--- src/rtl/rstseq_pkg.sv ---
// Package: shared types and helpers for the reset timeout sequencer.
// Assumes option codes are three bits wide; unused codes fall back to the
// longest period so that a bad selection never shortens a reset.
package rstseq_pkg;

    typedef logic [2:0] tmo_code_t;

    // Map an option code onto one of six periods given in ascending order.
    function automatic int unsigned pick_period(
        input tmo_code_t   code,
        input int unsigned per_a,
        input int unsigned per_b,
        input int unsigned per_c,
        input int unsigned per_d,
        input int unsigned per_e,
        input int unsigned per_f
    );
        int unsigned r;
        case (code)
            3'd1:    r = per_a;
            3'd2:    r = per_b;
            3'd3:    r = per_c;
            3'd5:    r = per_d;
            3'd6:    r = per_e;
            default: r = per_f;
        endcase
        return r;
    endfunction

endpackage

--- src/rtl/rstseq_sync.sv ---
// Two-flop synchronizer for a vector of independent asynchronous bits.
// Assumes each bit is a slow level; no bus coherence between bits is implied.
module rstseq_sync #(
    parameter int unsigned      W        = 1,
    parameter logic [W-1:0]     INIT_VAL = '0
) (
    input  logic         clk,
    input  logic         rst_n,
    input  logic [W-1:0] d_async,
    output logic [W-1:0] q_sync
);

    logic [W-1:0] stage1;

    // Shift the asynchronous input through two flops.
    always_ff @(posedge clk) begin
        if (!rst_n) begin
            stage1 <= INIT_VAL;
            q_sync <= INIT_VAL;
        end else begin
            stage1 <= d_async;
            q_sync <= stage1;
        end
    end

endmodule

--- src/rtl/rstseq_glitch_filter.sv ---
// Glitch filter for the synchronized manual request (active low).
// The request is accepted only after FILT_CYCLES consecutive low samples;
// it is dropped on the first high sample. Assumes FILT_CYCLES >= 1.
module rstseq_glitch_filter #(
    parameter int unsigned FILT_CYCLES = 2
) (
    input  logic clk,
    input  logic rst_n,
    input  logic req_n_sync,
    output logic req_active
);

    localparam int unsigned FW   = (FILT_CYCLES > 1) ? $clog2(FILT_CYCLES) : 1;
    localparam logic [FW-1:0] LAST = FW'(FILT_CYCLES - 1);

    logic [FW-1:0] low_cnt;

    // Count consecutive low samples and raise the request at the threshold.
    always_ff @(posedge clk) begin
        if (!rst_n) begin
            low_cnt    <= '0;
            req_active <= 1'b0;
        end else if (req_n_sync) begin
            low_cnt    <= '0;
            req_active <= 1'b0;
        end else if (low_cnt == LAST) begin
            req_active <= 1'b1;
        end else begin
            low_cnt <= low_cnt + 1'b1;
        end
    end

endmodule

--- src/rtl/rstseq_tick_gen.sv ---
// Prescaler producing a one-cycle tick every microsecond of CLK_HZ.
// A synchronous clear restarts the tick phase, so the first tick always
// comes a full tick interval after the clear. Assumes CLK_HZ >= 1 MHz.
module rstseq_tick_gen #(
    parameter int unsigned CLK_HZ = 50_000_000
) (
    input  logic clk,
    input  logic rst_n,
    input  logic clr,
    output logic tick
);

    localparam int unsigned CYC = (CLK_HZ / 1_000_000 > 0) ? CLK_HZ / 1_000_000 : 1;
    localparam int unsigned PW  = (CYC > 1) ? $clog2(CYC) : 1;
    localparam logic [PW-1:0] WRAP = PW'(CYC - 1);

    logic [PW-1:0] pcnt;

    // Tick is high during the last cycle of each prescaler round.
    assign tick = (pcnt == WRAP);

    // Advance the prescaler, wrapping on tick and restarting on clear.
    always_ff @(posedge clk) begin
        if (!rst_n || clr) begin
            pcnt <= '0;
        end else if (tick) begin
            pcnt <= '0;
        end else begin
            pcnt <= pcnt + 1'b1;
        end
    end

endmodule

--- src/rtl/rstseq_timer.sv ---
// Timeout core: holds reset while a fault is present and for the selected
// number of ticks after the last fault clears. A fault at any point
// restarts the count. Assumes every period parameter is at least 1.
module rstseq_timer
    import rstseq_pkg::*;
#(
    parameter int unsigned PER_A = 1650,
    parameter int unsigned PER_B = 13200,
    parameter int unsigned PER_C = 210000,
    parameter int unsigned PER_D = 420000,
    parameter int unsigned PER_E = 840000,
    parameter int unsigned PER_F = 1680000
) (
    input  logic      clk,
    input  logic      rst_n,
    input  logic      fault,
    input  logic      tick,
    input  tmo_code_t code,
    output logic      hold_rst
);

    localparam int unsigned CW = $clog2(PER_F + 1);

    logic [CW-1:0] cnt;
    logic [CW-1:0] limit;

    // Last count value of the selected period.
    always_comb begin
        limit = CW'(pick_period(code, PER_A, PER_B, PER_C, PER_D, PER_E, PER_F) - 1);
    end

    // Hold, restart or count down the reset window.
    always_ff @(posedge clk) begin
        if (!rst_n) begin
            hold_rst <= 1'b1;
            cnt      <= '0;
        end else if (fault) begin
            hold_rst <= 1'b1;
            cnt      <= '0;
        end else if (hold_rst && tick) begin
            if (cnt >= limit) begin
                hold_rst <= 1'b0;
                cnt      <= '0;
            end else begin
                cnt <= cnt + 1'b1;
            end
        end
    end

endmodule

--- src/rtl/rstseq_top.sv ---
// Top of the reset timeout sequencer. Synchronizes NUM_MON fault flags and
// the manual request, filters the request, and times the reset release.
// The output style is chosen at elaboration by OPEN_DRAIN.
module rstseq_top
    import rstseq_pkg::*;
#(
    parameter int unsigned NUM_MON     = 3,
    parameter int unsigned CLK_HZ      = 50_000_000,
    parameter int unsigned FILT_CYCLES = 10,
    parameter int unsigned PER_A       = 1650,
    parameter int unsigned PER_B       = 13200,
    parameter int unsigned PER_C       = 210000,
    parameter int unsigned PER_D       = 420000,
    parameter int unsigned PER_E       = 840000,
    parameter int unsigned PER_F       = 1680000,
    parameter bit          OPEN_DRAIN  = 1'b0
) (
    input  logic               clk,
    input  logic               rst_n,
    input  logic [NUM_MON-1:0] uv_fault,
    input  logic               mr_n,
    input  logic [2:0]         tmo_sel,
    output logic               sysrst_n,
    output logic               pad_out,
    output logic               pad_oe
);

    logic [NUM_MON-1:0] uv_sync;
    logic               mr_sync;
    logic               mr_flt;
    logic               fault_any;
    logic               tick;
    logic               hold_rst;

    rstseq_sync #(.W(NUM_MON), .INIT_VAL('0)) u_uv_sync (
        .clk     (clk),
        .rst_n   (rst_n),
        .d_async (uv_fault),
        .q_sync  (uv_sync)
    );

    rstseq_sync #(.W(1), .INIT_VAL(1'b1)) u_mr_sync (
        .clk     (clk),
        .rst_n   (rst_n),
        .d_async (mr_n),
        .q_sync  (mr_sync)
    );

    rstseq_glitch_filter #(.FILT_CYCLES(FILT_CYCLES)) u_mr_filt (
        .clk        (clk),
        .rst_n      (rst_n),
        .req_n_sync (mr_sync),
        .req_active (mr_flt)
    );

    // Any synchronized supply fault or accepted manual request.
    assign fault_any = (|uv_sync) | mr_flt;

    rstseq_tick_gen #(.CLK_HZ(CLK_HZ)) u_tick (
        .clk   (clk),
        .rst_n (rst_n),
        .clr   (fault_any),
        .tick  (tick)
    );

    rstseq_timer #(
        .PER_A (PER_A), .PER_B (PER_B), .PER_C (PER_C),
        .PER_D (PER_D), .PER_E (PER_E), .PER_F (PER_F)
    ) u_timer (
        .clk      (clk),
        .rst_n    (rst_n),
        .fault    (fault_any),
        .tick     (tick),
        .code     (tmo_sel),
        .hold_rst (hold_rst)
    );

    assign sysrst_n = ~hold_rst;

    // Pad driver style picked at elaboration.
    generate
        if (OPEN_DRAIN) begin : g_od
            assign pad_out = 1'b0;
            assign pad_oe  = hold_rst;
        end else begin : g_pp
            assign pad_out = ~hold_rst;
            assign pad_oe  = 1'b1;
        end
    endgenerate

endmodule

--- config.mk ---
export PLATFORM = sky130hd
export DESIGN_NAME = rstseq_top
export DESIGN_NICKNAME = d
export VERILOG_FILES = /design/src/rtl/rstseq_pkg.sv /design/src/rtl/rstseq_sync.sv /design/src/rtl/rstseq_glitch_filter.sv /design/src/rtl/rstseq_tick_gen.sv /design/src/rtl/rstseq_timer.sv /design/src/rtl/rstseq_top.sv
export SDC_FILE = /design/constraint.sdc
export NUM_CORES = 1
export LEC_CHECK = 0
export BUFFER_PORTS_ARGS = -buffer_cell sky130_fd_sc_hd__buf_2
export CAP_MARGIN = 5
export CORE_MARGIN = 1.5
export CORE_UTILIZATION = 35
export DETAILED_ROUTE_END_ITERATION = 10
export PLACE_DENSITY_LB_ADDON = 0.25
export SYNTH_ARGS = -nofsm -noshare
export SYNTH_HDL_FRONTEND = slang
export SYNTH_SLANG_ARGS = --single-unit
--- constraint.sdc ---
create_clock -name clk -period 2.55 [get_ports clk]
set_clock_uncertainty 0.15 [all_clocks]
set_input_delay 0.255 -clock clk [delete_from_list [all_inputs] [get_ports clk]]
set_output_delay 0.255 -clock clk [all_outputs]
set_load 0.02 [all_outputs]
-- Word-level counts from Yosys, hierarchy flattened
Cells that the tools add are included.
- register bits after elaboration: 41
- input bits: 9
- output and inout bits: 3
- logic and storage cells: 34
- add/sub/neg operators: 4
- order comparisons: 1
- eq/ne operators: 7
- mux-type cells: 2
- bitwise operators: 3
- reduce and logical (&&, ||, !) cells: 8
- operators with widths (operator ; number):
    one-hot mux 21 bit (5 select lines) ; 1
    adder 21 x 1 -> 21 bit (second input constant) ; 1
    >= comparator 21 bit ; 1
    two-way mux 21 bit ; 1
    subtractor 21 x 1 -> 21 bit (second input constant) ; 1
    adder 6 x 1 -> 6 bit (second input constant) ; 1
    equality test 3 x 2 -> 1 bit (second input constant) ; 2
    equality test 3 bit (second input constant) ; 2
    equality test 6 bit (second input constant) ; 1
    OR reduction 2 bit ; 3
    adder 4 x 1 -> 4 bit (second input constant) ; 1
    equality test 4 bit (second input constant) ; 1
    equality test 3 x 1 -> 1 bit (second input constant) ; 1
    OR reduction 3 bit ; 1
    NOT 1 bit ; 2
    AND reduction 2 bit ; 1
    logical AND 1 bit ; 1
    logical NOT 1 bit ; 1
    logical OR 1 bit ; 1
    OR 1 bit ; 1

-- Logic depth before layout (Yosys ltp)
- depth after elaboration: 5
- mapped depth: 14

-- Modules after synthesis
Synthesis repeated with hierarchy kept, for this count alone.
- cells, all modules: 265
- area, all modules: 2383.5 µm²
- modules (own cells, without submodules) (module ; instances ; cells each ; area each (µm²)):
    rstseq_timer ; 1 ; 192 ; 1606.5
    rstseq_tick_gen ; 1 ; 28 ; 287.8
    rstseq_glitch_filter ; 1 ; 24 ; 249.0
    rstseq_sync (u_uv_sync) ; 1 ; 12 ; 157.7
    rstseq_sync (u_mr_sync) ; 1 ; 4 ; 52.6
    rstseq_top ; 1 ; 5 ; 30.0

-- Worst setup path after synthesis
No wires, ideal clock.
- kind: input port to flip-flop
- from: input tmo_sel[0]
- to: register u_timer.cnt[8]
- library setup time: 0.115 ns
- arrival time: 2.289 ns
- required time: 2.285 ns
- slack: -0.003 ns
- stages on the path: 14
- path buffers: 2
- cell sequence: nand2b_1 -> clkbuf_1 -> nand2b_1 -> nand2_1 -> o21ai_0 -> nand2_1 -> ha_1 -> nand4_1 -> nor4_1 -> o311ai_1 -> nand4_2 -> a21o_2 -> buf_6 -> nor2_1
- longest elaborated chain between the ends: 5
- elaborated cells between the ends (all ways): 9
- ends and longest elaborated chain (item ; line ; source):
    start: declaration ; rstseq_top.sv:22 ; input logic [2:0] tmo_sel,
    equality test 3 bit, or another cell as far along ; rstseq_pkg.sv:19 ; case (code)
    one-hot mux 21 bit (5 select lines) * ; rstseq_pkg.sv:19 ;
    subtractor 21 x 1 -> 21 bit * ; rstseq_timer.sv:29 ; limit = CW'(pick_period(code, PER_A, PER_B, PER_C, PER_D, PER_E, PER_F) - 1);
    >= comparator 21 bit * ; rstseq_timer.sv:41 ; if (cnt >= limit) begin
    two-way mux 21 bit * ; rstseq_timer.sv:41 ;
    end signal: assignment ; rstseq_timer.sv:45 ; cnt <= cnt + 1'b1;
    end: declaration ; rstseq_timer.sv:24 ; logic [CW-1:0] cnt;
Mark *: on every way between the ends. The rest lies on a longest branch, timed or not.
A chain may end at the register's enable or synchronous reset.

-- Worst setup path after layout
- from: input tmo_sel[0]
- to: register u_timer.cnt[1]
The elaborated chain is that of the path after synthesis.

==> summary.txt <==
Job
  • Max Cap Viol: 0

Setup path
  • Critical Setup Path Class: in2reg
  • CP max-delay cell: nor4_4
  • Arrival @ worst endpoint: 2.34 ns
  • Worst setup SP type: input pin
  • Reg2reg path depth: 8
  • Worst path max stage delay: 0.33 ns
  • Crit-path cells: buf_2 > nor2b_1 > buf_4 > nor2_2 > inv_1 > ha_1 > nand4_1 > nor4_4 > o311ai_2 > nand4_2 > buf_4 > a2bb2oi_1 > nor2_1
  • CP max FO: 5
  • CP dominant cell by count: buf_4
  • Worst EP required: around 2.6 ns
  • Critical path endpoint category: register
  • Reg2reg end: u_timer.cnt[6]
  • Critical R2R Launch: u_timer.cnt[3]
  • R2R Setup Slk: between 0.3 and 0.4 ns

Synthesis
  • Post-synthesis sequential area ratio: 0.364
  • Synthesized instance count: 259
  • Flops & latches, synth: 41
  • Distinct cells, synth: slightly above 40
  • Post-synth EDFFs: 0
  • Post-Syn Area: between 2000 and 2500 um2
  • Yosys warnings: 0
  • Mapped Avg Cell Area: 8.71 um2
  • Syn nets: 293
  • Top FF cell, synth: dfxtp_1
  • Asr flop ratio synth: 0

Floorplanning
  • FP Rows: 29
  • Die X-Extent: 83.3 um
  • Die H: 83.3 um
  • Core ar.: approximately 6300 um2
  • Die area: about 7000 um2
  • Top Ports: 12
  • Initial Util: 0.359

Final layout
  • Layout area overhead: 17.0%
  • Number of fillers in the final layout: 645
  • Share of layout cells above drive strength 1: 0.167
  • Final Net Count: 320
  • Final instance area: ~2600 um2
  • Ant. Diodes: 0

Timing
  • Unrepaired setup endpoints after global routing: false
  • Sum Neg Setup Slack: 0 ns
  • Final period util: 0.910
  • Max-slew violations: 0
  • Fin crit period: about 2.3 ns
  • Final hold viol count: 0
  • FMAX: about 0.43 GHz
  • Final setup violation count: 0

Route
  • Total Wirelength: between 4 and 5 mm
  • Detail Route Antenna Nets: 0
  • DR vias: ~1800
  • Pre-Repair DR Iteration Count: 4
  • Initial DRC Count: 66
  • Post-DR wirelength/cell: 11.1 um
  • Remaining DRCs: 0
  • Vias/cell: roughly 4.9

Global route
  • Initial antenna violation count: 0
  • GRT overflow: 0
  • Vias in the first global route: approximately 1800
  • First-pass GRT wire length: ~7.6 mm
  • GRT Total Usage: 0.131
  • Largest net degree at the start of global routing: 16

Clock tree
  • CTS tree: done
  • Root Buffer: clkbuf_8
  • Max clock buf depth: 2
  • Worst skew pair latency: between 0.2 and 0.3 ns
  • # Post-CTS Setup Buffers: 0
  • H-tree depth: 2
  • CTS Sinks: about 40
  • CTS Buf Count: 5
  • Clock transition at path regs: ~0.080 ns

Placement
  • Port Buffers: 10
  • Placed cell areas: about 2500 um2
  • Hpwl dp: roughly 3.1 mm
  • Routability congestion estimate: 0.844

Min path
  • Worst Hold Launch: uv_fault[0]
  • HP Class: in2reg
  • Hold depth: 2
  • Worst Hold End: u_uv_sync.stage1[0]

Power and ir drop
  • P per Cell Area: 495 nW/um2
  • Leakage: roughly 0.0011 uW
  • Peak VDD IR: around 0.37 mV

Outcome
  • Outcome: completed
placed cells by master, fill, tap and decap left out, types with 2 or more instances in the layout:
master    synthesis  layout
a21o_1            5       5
a21oi_1          16      16
and2_1            6       6
and3_1            3       3
buf_2             0      10
buf_4             2      14
clkbuf_8          0       6
dfxtp_1          41      41
ha_1             25      25
inv_1             6       6
nand2_1          30      30
nand2b_1          8       8
nand3_1           9       9
nand4_1           8       8
nor2_1           40      38
nor2_2            0       2
nor2b_1           4       4
o21ai_0           4       4
or2_2             2       2
or3_1             4       4
xnor2_1           5       5
xor2_1           16      16
kinds of logic (layout without fill, tap and decap cells):
group,count (synthesis),after routing,share of synthesized area
AND/OR/NAND/NOR,125,125,0.286
flip-flops,41,41,0.364
AO/OA/AOI/OAI,34,34,0.0982
adder cells (fa/ha/maj),25,25,0.139
XOR/XNOR,21,21,0.0815
buffers and inverters,12,40,0.0299
other,1,1,0.00166
registers in the layout, summed over array words and instances (netlist names):
register              flops
u_uv_sync.q_sync          3
u_mr_sync.stage1          1
u_uv_sync.stage1          3
u_mr_filt.low_cnt         4
u_timer.cnt              21
u_mr_filt.req_active      1
u_tick.pcnt               6
u_mr_sync.q_sync          1
u_timer.hold_rst          1
power breakdown:
group / internal, uW / switching (uW) / total, uW
registers: 649 / 4.40 / 654
logic: 50.5 / 59.3 / 110
clock network: 318 / 224 / 542
layout make-up:
| cell class | count | area, um2 | share of cell area |
|---|---|---|---|
| clock buffer | 6 | 82.6 | 0.0313 |
| clock inverter | 2 | 37.5 | 0.0142 |
| inverter | 6 | 22.5 | 0.00853 |
| multi-input combinational | 206 | 1400 | 0.528 |
| sequential | 41 | 821 | 0.311 |
| tap | 77 | 96.3 | 0.0365 |
| timing repair buffer | 26 | 185 | 0.0701 |
through the flow:
stage | std cells | setup WS [ns] | power (uW) | util | hold slack (ns)
after floorplan | 259 | 0.0286 | 732 | - | 0.206
after global placement | 355 | -0.0735 | 773 | 0.396 | 0.238
after detailed placement | 355 | -0.170 | 775 | 0.396 | 0.251
after CTS | 364 | 0.127 | 1320 | 0.417 | 0.00301
after global routing | 364 | 0.00557 | 1370 | 0.421 | 0.0108
final | 364 | 0.228 | 1310 | 0.421 | 0.0133
timing repair:
item / in CTS / in global routing
hold buffers: 1 / 0
setup endpoints to repair: 0 / 20
hold endpoints to repair: 1 / 0
gates resized for setup: 0 / 4
how the worst max path moves through the flow:
stage	from	to	slack (ns)	depth (start not counted)
global route	tmo_sel[2]	u_timer.cnt[1]	0.006	14
finish	tmo_sel[0]	u_timer.cnt[1]	0.23	13
CTS	tmo_sel[0]	u_timer.cnt[1]	0.13	13
floorplan	tmo_sel[0]	u_timer.cnt[8]	0.03	14
global placement	tmo_sel[0]	u_timer.cnt[1]	-0.07	13
detailed placement	tmo_sel[0]	u_timer.cnt[1]	-0.17	13
routing by layer:
metal / up-vias / track usage / part of all wire
met5: - / 0 / 0
li1: 935 / - / -
met3: 4 / 0.0308 / 0.039
met1: 798 / 0.183 / 0.53
met2: 29 / 0.204 / 0.43
met4: 0 / 0.0318 / 0.0060
critical path, delay by kind of cell:
kind / cells / cell delay, ns
compound gates: 2 / 0.32
fa+ha+maj: 1 / 0.29
simple gates: 6 / 0.98
buf+inv: 4 / 0.48
Yosys cell counts (3+ instances only):
library cell  count  share of area
nand2b_1          8          0.022
xnor2_1           5          0.019
and2_1            6          0.017
nand2_1          30          0.050
nor2_1           40          0.067
and3_1            3         0.0083
xor2_1           16          0.062
dfxtp_1          41           0.36
a21o_1            5          0.017
inv_1             6          0.010
o21ai_0           4         0.0089
nor2b_1           4          0.011
a21oi_1          16          0.035
or3_1             4          0.011
nand4_1           8          0.022
nand3_1           9          0.020
ha_1             25           0.14
No activity file was read; power rests on OpenSTA's default activity.
